File: src/rtl/mdio_pkg.sv
package mdio_pkg;
  localparam int PRE_BITS   = 32;
  localparam int CMD_BITS   = 32;
  localparam int FRAME_BITS = PRE_BITS + CMD_BITS;
  localparam int CNT_W      = $clog2(FRAME_BITS);
  localparam int TA_POS     = PRE_BITS + 14;
  localparam int DATA_POS   = PRE_BITS + 16;
  localparam logic [1:0] OP_READ = 2'b10;

  typedef struct packed {
    logic load;      // capture command into the transmit shifter
    logic shiftOut;  // advance transmit shifter by one bit
    logic sample;    // capture one read bit from the PHY
    logic done;      // last bit finished
  } mdioStrobes_t;
endpackage

File: src/rtl/mdio_ctrl.sv
module mdio_ctrl
  import mdio_pkg::*;
#(
  parameter int DIV_W = 6
) (
  input  logic                clk,
  input  logic                rstN,
  input  logic                cmdWr,
  input  logic                cmdIsRead,
  input  logic [DIV_W-1:0]    divField,
  output logic                busy,
  output logic                mdc,
  output logic                isRead,
  output logic [CNT_W-1:0]    bitCnt,
  output mdioStrobes_t        strb
);
  localparam logic [CNT_W-1:0] LAST_BIT = CNT_W'(FRAME_BITS - 1);

  logic [DIV_W-1:0] divCnt;
  logic [DIV_W-1:0] divLatch;
  logic             startOk;
  logic             halfEnd;

  assign startOk = cmdWr && !busy && (divField != '0);
  assign halfEnd = busy && (divCnt == divLatch - DIV_W'(1));

  always_comb begin
    strb          = '0;
    strb.load     = startOk;
    strb.sample   = halfEnd && !mdc && isRead && (bitCnt >= CNT_W'(DATA_POS));
    strb.shiftOut = halfEnd && mdc && (bitCnt >= CNT_W'(PRE_BITS)) && (bitCnt != LAST_BIT);
    strb.done     = halfEnd && mdc && (bitCnt == LAST_BIT);
  end

  always_ff @(posedge clk or negedge rstN) begin
    if (!rstN) begin
      busy     <= 1'b0;
      mdc      <= 1'b0;
      isRead   <= 1'b0;
      bitCnt   <= '0;
      divCnt   <= '0;
      divLatch <= '0;
    end else if (startOk) begin
      busy     <= 1'b1;
      mdc      <= 1'b0;
      isRead   <= cmdIsRead;
      bitCnt   <= '0;
      divCnt   <= '0;
      divLatch <= divField;
    end else if (busy) begin
      if (halfEnd) begin
        divCnt <= '0;
        mdc    <= ~mdc;
        if (mdc) begin
          if (bitCnt == LAST_BIT) busy <= 1'b0;
          else                    bitCnt <= bitCnt + CNT_W'(1);
        end
      end else begin
        divCnt <= divCnt + DIV_W'(1);
      end
    end
  end


  idle_mdc_low_chk: assert property (@(posedge clk) disable iff (!rstN)
    !busy |-> !mdc);


  zero_div_no_start_chk: assert property (@(posedge clk) disable iff (!rstN)
    (cmdWr && !busy && divField == '0) |=> !busy);


  done_ends_busy_chk: assert property (@(posedge clk) disable iff (!rstN)
    strb.done |=> !busy);
endmodule

File: src/rtl/mdio_datapath.sv
module mdio_datapath
  import mdio_pkg::*;
(
  input  logic               clk,
  input  logic               rstN,
  input  logic               cmdWr,
  input  logic               busy,
  input  logic [31:0]        wrData,
  input  mdioStrobes_t       strb,
  input  logic               mdioIn,
  output logic [31:0]        dataReg,
  output logic               txBit
);
  logic [CMD_BITS-1:0] txShift;

  assign txBit = txShift[CMD_BITS-1];

  always_ff @(posedge clk or negedge rstN) begin
    if (!rstN) begin
      txShift <= '0;
      dataReg <= '0;
    end else begin
      if (strb.load)          txShift <= wrData;
      else if (strb.shiftOut) txShift <= {txShift[CMD_BITS-2:0], 1'b0};

      if (cmdWr && !busy)     dataReg <= wrData;
      else if (strb.sample)   dataReg[15:0] <= {dataReg[14:0], mdioIn};
    end
  end


  busy_write_ignored_chk: assert property (@(posedge clk) disable iff (!rstN)
    (cmdWr && busy && !strb.sample) |=> $stable(dataReg));


  sample_only_busy_chk: assert property (@(posedge clk) disable iff (!rstN)
    strb.sample |-> busy);
endmodule

File: src/rtl/mdio_master.sv
module mdio_master
  import mdio_pkg::*;
#(
  parameter int DIV_W = 6
) (
  input  logic        clk,
  input  logic        rstN,
  input  logic [1:0]  regAddr,
  input  logic        regWrEn,
  input  logic [31:0] regWrData,
  output logic [31:0] regRdData,
  output logic        mdc,
  output logic        mdioOut,
  output logic        mdioOe,
  input  logic        mdioIn
);
  logic               busy;
  logic               isRead;
  logic [CNT_W-1:0]   bitCnt;
  mdioStrobes_t       strb;
  logic [31:0]        dataReg;
  logic               txBit;
  logic               evtFlag;
  logic [DIV_W-1:0]   divField;
  logic               cmdWr;
  logic               evtWr;

  assign cmdWr = regWrEn && (regAddr == 2'd0);
  assign evtWr = regWrEn && (regAddr == 2'd1);

  always_ff @(posedge clk or negedge rstN) begin
    if (!rstN) begin
      evtFlag  <= 1'b0;
      divField <= '0;
    end else begin
      if (strb.done)                    evtFlag <= 1'b1;
      else if (evtWr && regWrData[0])   evtFlag <= 1'b0;
      if (regWrEn && regAddr == 2'd2)   divField <= regWrData[DIV_W:1];
    end
  end

  mdio_ctrl #(.DIV_W(DIV_W)) u_ctrl (
    .clk(clk), .rstN(rstN), .cmdWr(cmdWr),
    .cmdIsRead(regWrData[29:28] == OP_READ),
    .divField(divField), .busy(busy), .mdc(mdc),
    .isRead(isRead), .bitCnt(bitCnt), .strb(strb)
  );

  mdio_datapath u_dp (
    .clk(clk), .rstN(rstN), .cmdWr(cmdWr), .busy(busy),
    .wrData(regWrData), .strb(strb), .mdioIn(mdioIn),
    .dataReg(dataReg), .txBit(txBit)
  );

  assign mdioOut = busy && ((bitCnt < CNT_W'(PRE_BITS)) ? 1'b1 : txBit);
  assign mdioOe  = busy && !(isRead && (bitCnt >= CNT_W'(TA_POS)));

  always_comb begin
    case (regAddr)
      2'd0:    regRdData = dataReg;
      2'd1:    regRdData = {30'd0, busy, evtFlag};
      2'd2:    regRdData = 32'({divField, 1'b0});
      default: regRdData = '0;
    endcase
  end


  done_sets_event_chk: assert property (@(posedge clk) disable iff (!rstN)
    strb.done |=> evtFlag);


  w1c_event_chk: assert property (@(posedge clk) disable iff (!rstN)
    (evtWr && regWrData[0] && !strb.done) |=> !evtFlag);


  preamble_ones_chk: assert property (@(posedge clk) disable iff (!rstN)
    (busy && bitCnt < CNT_W'(PRE_BITS)) |-> mdioOut);


  turnaround_release_chk: assert property (@(posedge clk) disable iff (!rstN)
    (busy && isRead && bitCnt >= CNT_W'(TA_POS)) |-> !mdioOe);


  idle_oe_low_chk: assert property (@(posedge clk) disable iff (!rstN)
    !busy |-> !mdioOe);
endmodule

File: config.mk
export PLATFORM = sky130hd
export DESIGN_NAME = mdio_master
export DESIGN_NICKNAME = d
export VERILOG_FILES = /design/src/rtl/mdio_pkg.sv /design/src/rtl/mdio_ctrl.sv /design/src/rtl/mdio_datapath.sv /design/src/rtl/mdio_master.sv
export SDC_FILE = /design/constraint.sdc
export NUM_CORES = 1
export LEC_CHECK = 0
export ABC_AREA = 1
export BUFFER_PORTS_ARGS = -buffer_cell sky130_fd_sc_hd__buf_2
export CAP_MARGIN = 15
export CORE_MARGIN = 2
export CORE_UTILIZATION = 60
export DETAILED_ROUTE_END_ITERATION = 12
export PLACE_DENSITY = 0.79
export SYNTH_ARGS = -nofsm -noshare
export SYNTH_HDL_FRONTEND = slang
export SYNTH_HIERARCHICAL = 1
export SYNTH_SLANG_ARGS = --single-unit
File: constraint.sdc
create_clock -name clk -period 3.5 [get_ports clk]
set_input_delay 0 -clock clk [delete_from_list [all_inputs] [get_ports clk]]
set_output_delay 0 -clock clk [all_outputs]
set_load 0.1 [all_outputs]
==> out/metrics.csv <==
metric,value,unit
outcome,"finished, final reports clean",
Layout fillers,708,
Initial Util,61.37,%
Detailed Place HPWL,8179,um
syn_nets,803,
register area share after synthesis,43.44,%
vias per std cell,5.189,
TritonCTS Buffers,9,
largest family of logic cells by synthesized area,simple AND/OR/NAND/NOR gates,
Period minus WS final,2.849,ns
Sw Ratio,26.43,%
Post-Syn Area,5300,um2
gr ovfl total,0,
register share of total power,50.8,%
cell mode on critical path,nand2_1,
worst skew pair latency,0.36,ns
CTS tree,done,
CTS sink cnt,92,
Power Density,344.9,nW/um2
kind of critical path,in2reg,
final core occ,71.83,%
syn_area_per_cell,6.965,um2
DR iter-0 viols,387,
antenna violation net count after detailed routing,0,
DRT Wirelength,12820,um
post-layout net count,899,
ant diodes,0,
clock skew,0.01102,ns
Synth Area in Simple Gates,41.17,%
area of the multi-input gates,2397,um2
Die X,97.99,um
register area,2302,um2
Pre-Repair DR Iteration Count,6,
post-synth top area share,43.44,%
gr usage total,27.63,%
synth unique cells,32,
crit path buf inv count,7,
DP Worst Slack,0.7577,ns
max_slew headroom,33.84,%
Std-Cell Rows,34,
Clock Root Buffer,clkbuf_8,
placed insts,912,
CP max stage delay,0.53,ns
clock transition at the registers of the reported paths,0.09,ns
initial antenna violation count,0,
power share of the clock group,37.3,%
Final GP Congestion,0.8999,
buffers added on ports,72,
"Slew Viols, Final",0,
Setup Viol. Count Final,0,
synthesized flop and latch total,92,
"top cells by area, synth","dfrtp_1 (43%), nand2_1 (27%), nand3_1 (6.2%)",
Ys Warns,6,
Peak Freq,0.3511,GHz
DRC,0,
"Power, Total",2140,uW
die area,9601,um2
io pins,73,
Worst Path Required,3.75,ns
die height,97.99,um
Critical Path AT,3.10,ns
final cell count without fillers,969,
Max Cap Viol,0,
post-CTS setup repair buffer count,0,
slowest CP cell,dlygate4sd3_1,
crit share post-route,81.39,%
pin count of the biggest net entering global routing,79,
critical path's top delay family,buffers and inverters,
Worst Path Max Fanout,32,
final hold violations,0,
Synth Area in XOR/XNOR,1.157,%
Hold Path Class,in2reg,
crit path launch type,input port,
top cell type by total area after synthesis,dfrtp_1,
WL per Instance,13.23,um
mux contribution to synthesized area,0,%
core area,8636,um2
VDD IR max,0.0001892,V
sw power,565.5,uW
Logic pwr share,11.9,%
number of global-route vias before repair,4719,
vias,5028,
"Worst Setup Slack, final",0.6514,ns
CTS H-Tree Depth,3,
Cell Int Power,1574,uW
compound-cell area share of the yosys netlist,1.912,%
RSZ-0062 raised after global routing,false,
Post-Synthesis Cells,761,
"Area growth, synth to finish",17.04,%
Slew @ Worst Pin,0.9925,ns
clock buffer depth,2,
CP Cell Sequence,dlygate4sd3_1 -> buf_2 -> nor2_4 -> inv_4 -> nor2_2 -> inv_1 -> nor2_1 -> nand2_2 -> inv_1 -> buf_4 -> inv_2 -> nand2_1 -> nand2_1 -> nand2_1 -> nand2_1,
wire length of the first global-routing pass,21730,um
Synth Area in Adders,0.9443,%
fraction of layout cells with a size suffix above 1,15.45,%
Final TNS setup,0,ns
Lkg Pwr,0.003575,uW
crit end category,flop,
-- synthesized netlist by cell type (all sizes together) --
library cell and count:
nand4 6, nand2 390, xnor2 2, buf 33, clkbuf 1, inv 85
o21ai 10, nand3 69, ha 4, a21oi 6, dfrtp 92, xor2 5
o22ai 1, clkinv 1, nor2 51, nor3 5
-- logic make-up (layout without fill, tap and decap cells) --
group / after synthesis / after routing
buf+inv: 120 / 220
compound gates: 17 / 17
flops: 92 / 92
simple gates: 521 / 521
xor+xnor: 7 / 7
fa+ha+maj: 4 / 4
-- final timing paths --
check                                   startpoint          endpoint  slack (ns)  cells past startpoint
worst min-delay path                    regAddr[1]           evtFlag        0.04                      5
worst max-delay path                    regAddr[0]  u_dp/txShift[23]        0.65                     15
worst max register to register  u_ctrl/divLatch[0]  u_dp/txShift[23]        0.69                     13
max in group asynchronous                     rstN  u_ctrl/bitCnt[5]        2.41                      3
worst min register to register    u_dp/dataReg[24]  u_dp/dataReg[24]        0.48                      2
min in group asynchronous                     rstN  u_ctrl/divCnt[5]        0.33                      2
-- registers in the layout (all words and copies together), names as in the netlist --
| signal | count |
|---|---|
| u_ctrl/isRead | 1 |
| u_dp/txShift | 32 |
| evtFlag | 1 |
| u_ctrl/busy | 1 |
| u_ctrl/divCnt | 6 |
| u_dp/dataReg | 32 |
| u_ctrl/divLatch | 6 |
| u_ctrl/mdc | 1 |
| divField | 6 |
| u_ctrl/bitCnt | 6 |
-- cell type report --
class	instances	share of cell area [%]
flip-flops and latches	92	37.11
repair buffers	119	13.23
multi-input cells	549	38.64
clock inverters	5	1.372
clock buffers	10	2.219
well taps	108	2.178
inverters	86	5.244
-- repair_timing --
item                                   4_1_cts  5_1_grt
endpoints found under the hold margin      143        0
resized for setup                            0        0
hold buffers                                42        0
-- worst register-to-register path: stages (launching register included) --
cell and delay, ns:
dfrtp_1 0.39, inv_1 0.11, ha_1 0.32, nand2_1 0.07, clkinv_1 0.05, nor2_1 0.10, nand3_2 0.09, nor2_4 0.15
nand4_1 0.12, nor3_1 0.46, nor2_8 0.19, inv_2 0.47, nand2_1 0.15, nand2_1 0.09
-- power groups by stage --
stage                     Combinational, uW  Sequential [uW]  Clock [uW]
after floorplan                         135             1100           0
after global placement                  203             1110           0
after detailed placement                204             1110           0
after CTS                               251             1090         809
after global routing                    272             1090         854
final                                   254             1090         799
-- metal layers --
metal | up-vias | wire, um | global-route usage [%]
li1 | 2483 | - | -
met1 | 2317 | 5587 | 37.75
met2 | 189 | 6119 | 45.31
met3 | 39 | 765 | 3.006
met4 | 0 | 349 | 11.43
met5 | - | 0 | 0
-- stage by stage --
step                instance area, um2  hold slack [ns]
detailed placement                5560           0.2242
finish                            6203          0.03760
CTS                               6203          0.02683
floorplan                         5300          -0.2956
global placement                  5560           0.2257
global route                      6203          0.05021
-- cell usage in the layout, fill, tap and decap left out --
cell type,instances
a21oi_1,4
a21oi_2,1
a21oi_4,1
buf_2,71
buf_4,6
bufinv_16,2
clkbuf_8,10
clkinv_1,1
clkinv_4,1
clkinvlp_4,1
dfrtp_1,92
dlygate4sd3_1,42
ha_1,4
inv_1,73
inv_2,11
inv_4,1
inv_6,1
nand2_1,383
nand2_2,5
nand2_4,2
nand3_1,66
nand3_2,2
nand3_4,1
nand4_1,6
nor2_1,36
nor2_2,12
nor2_4,2
nor2_8,1
nor3_1,3
nor3_2,2
o21ai_0,8
o21ai_1,2
o22ai_1,1
xnor2_1,2
xor2_1,5
Note: power is estimated with default switching activity, not from simulation.
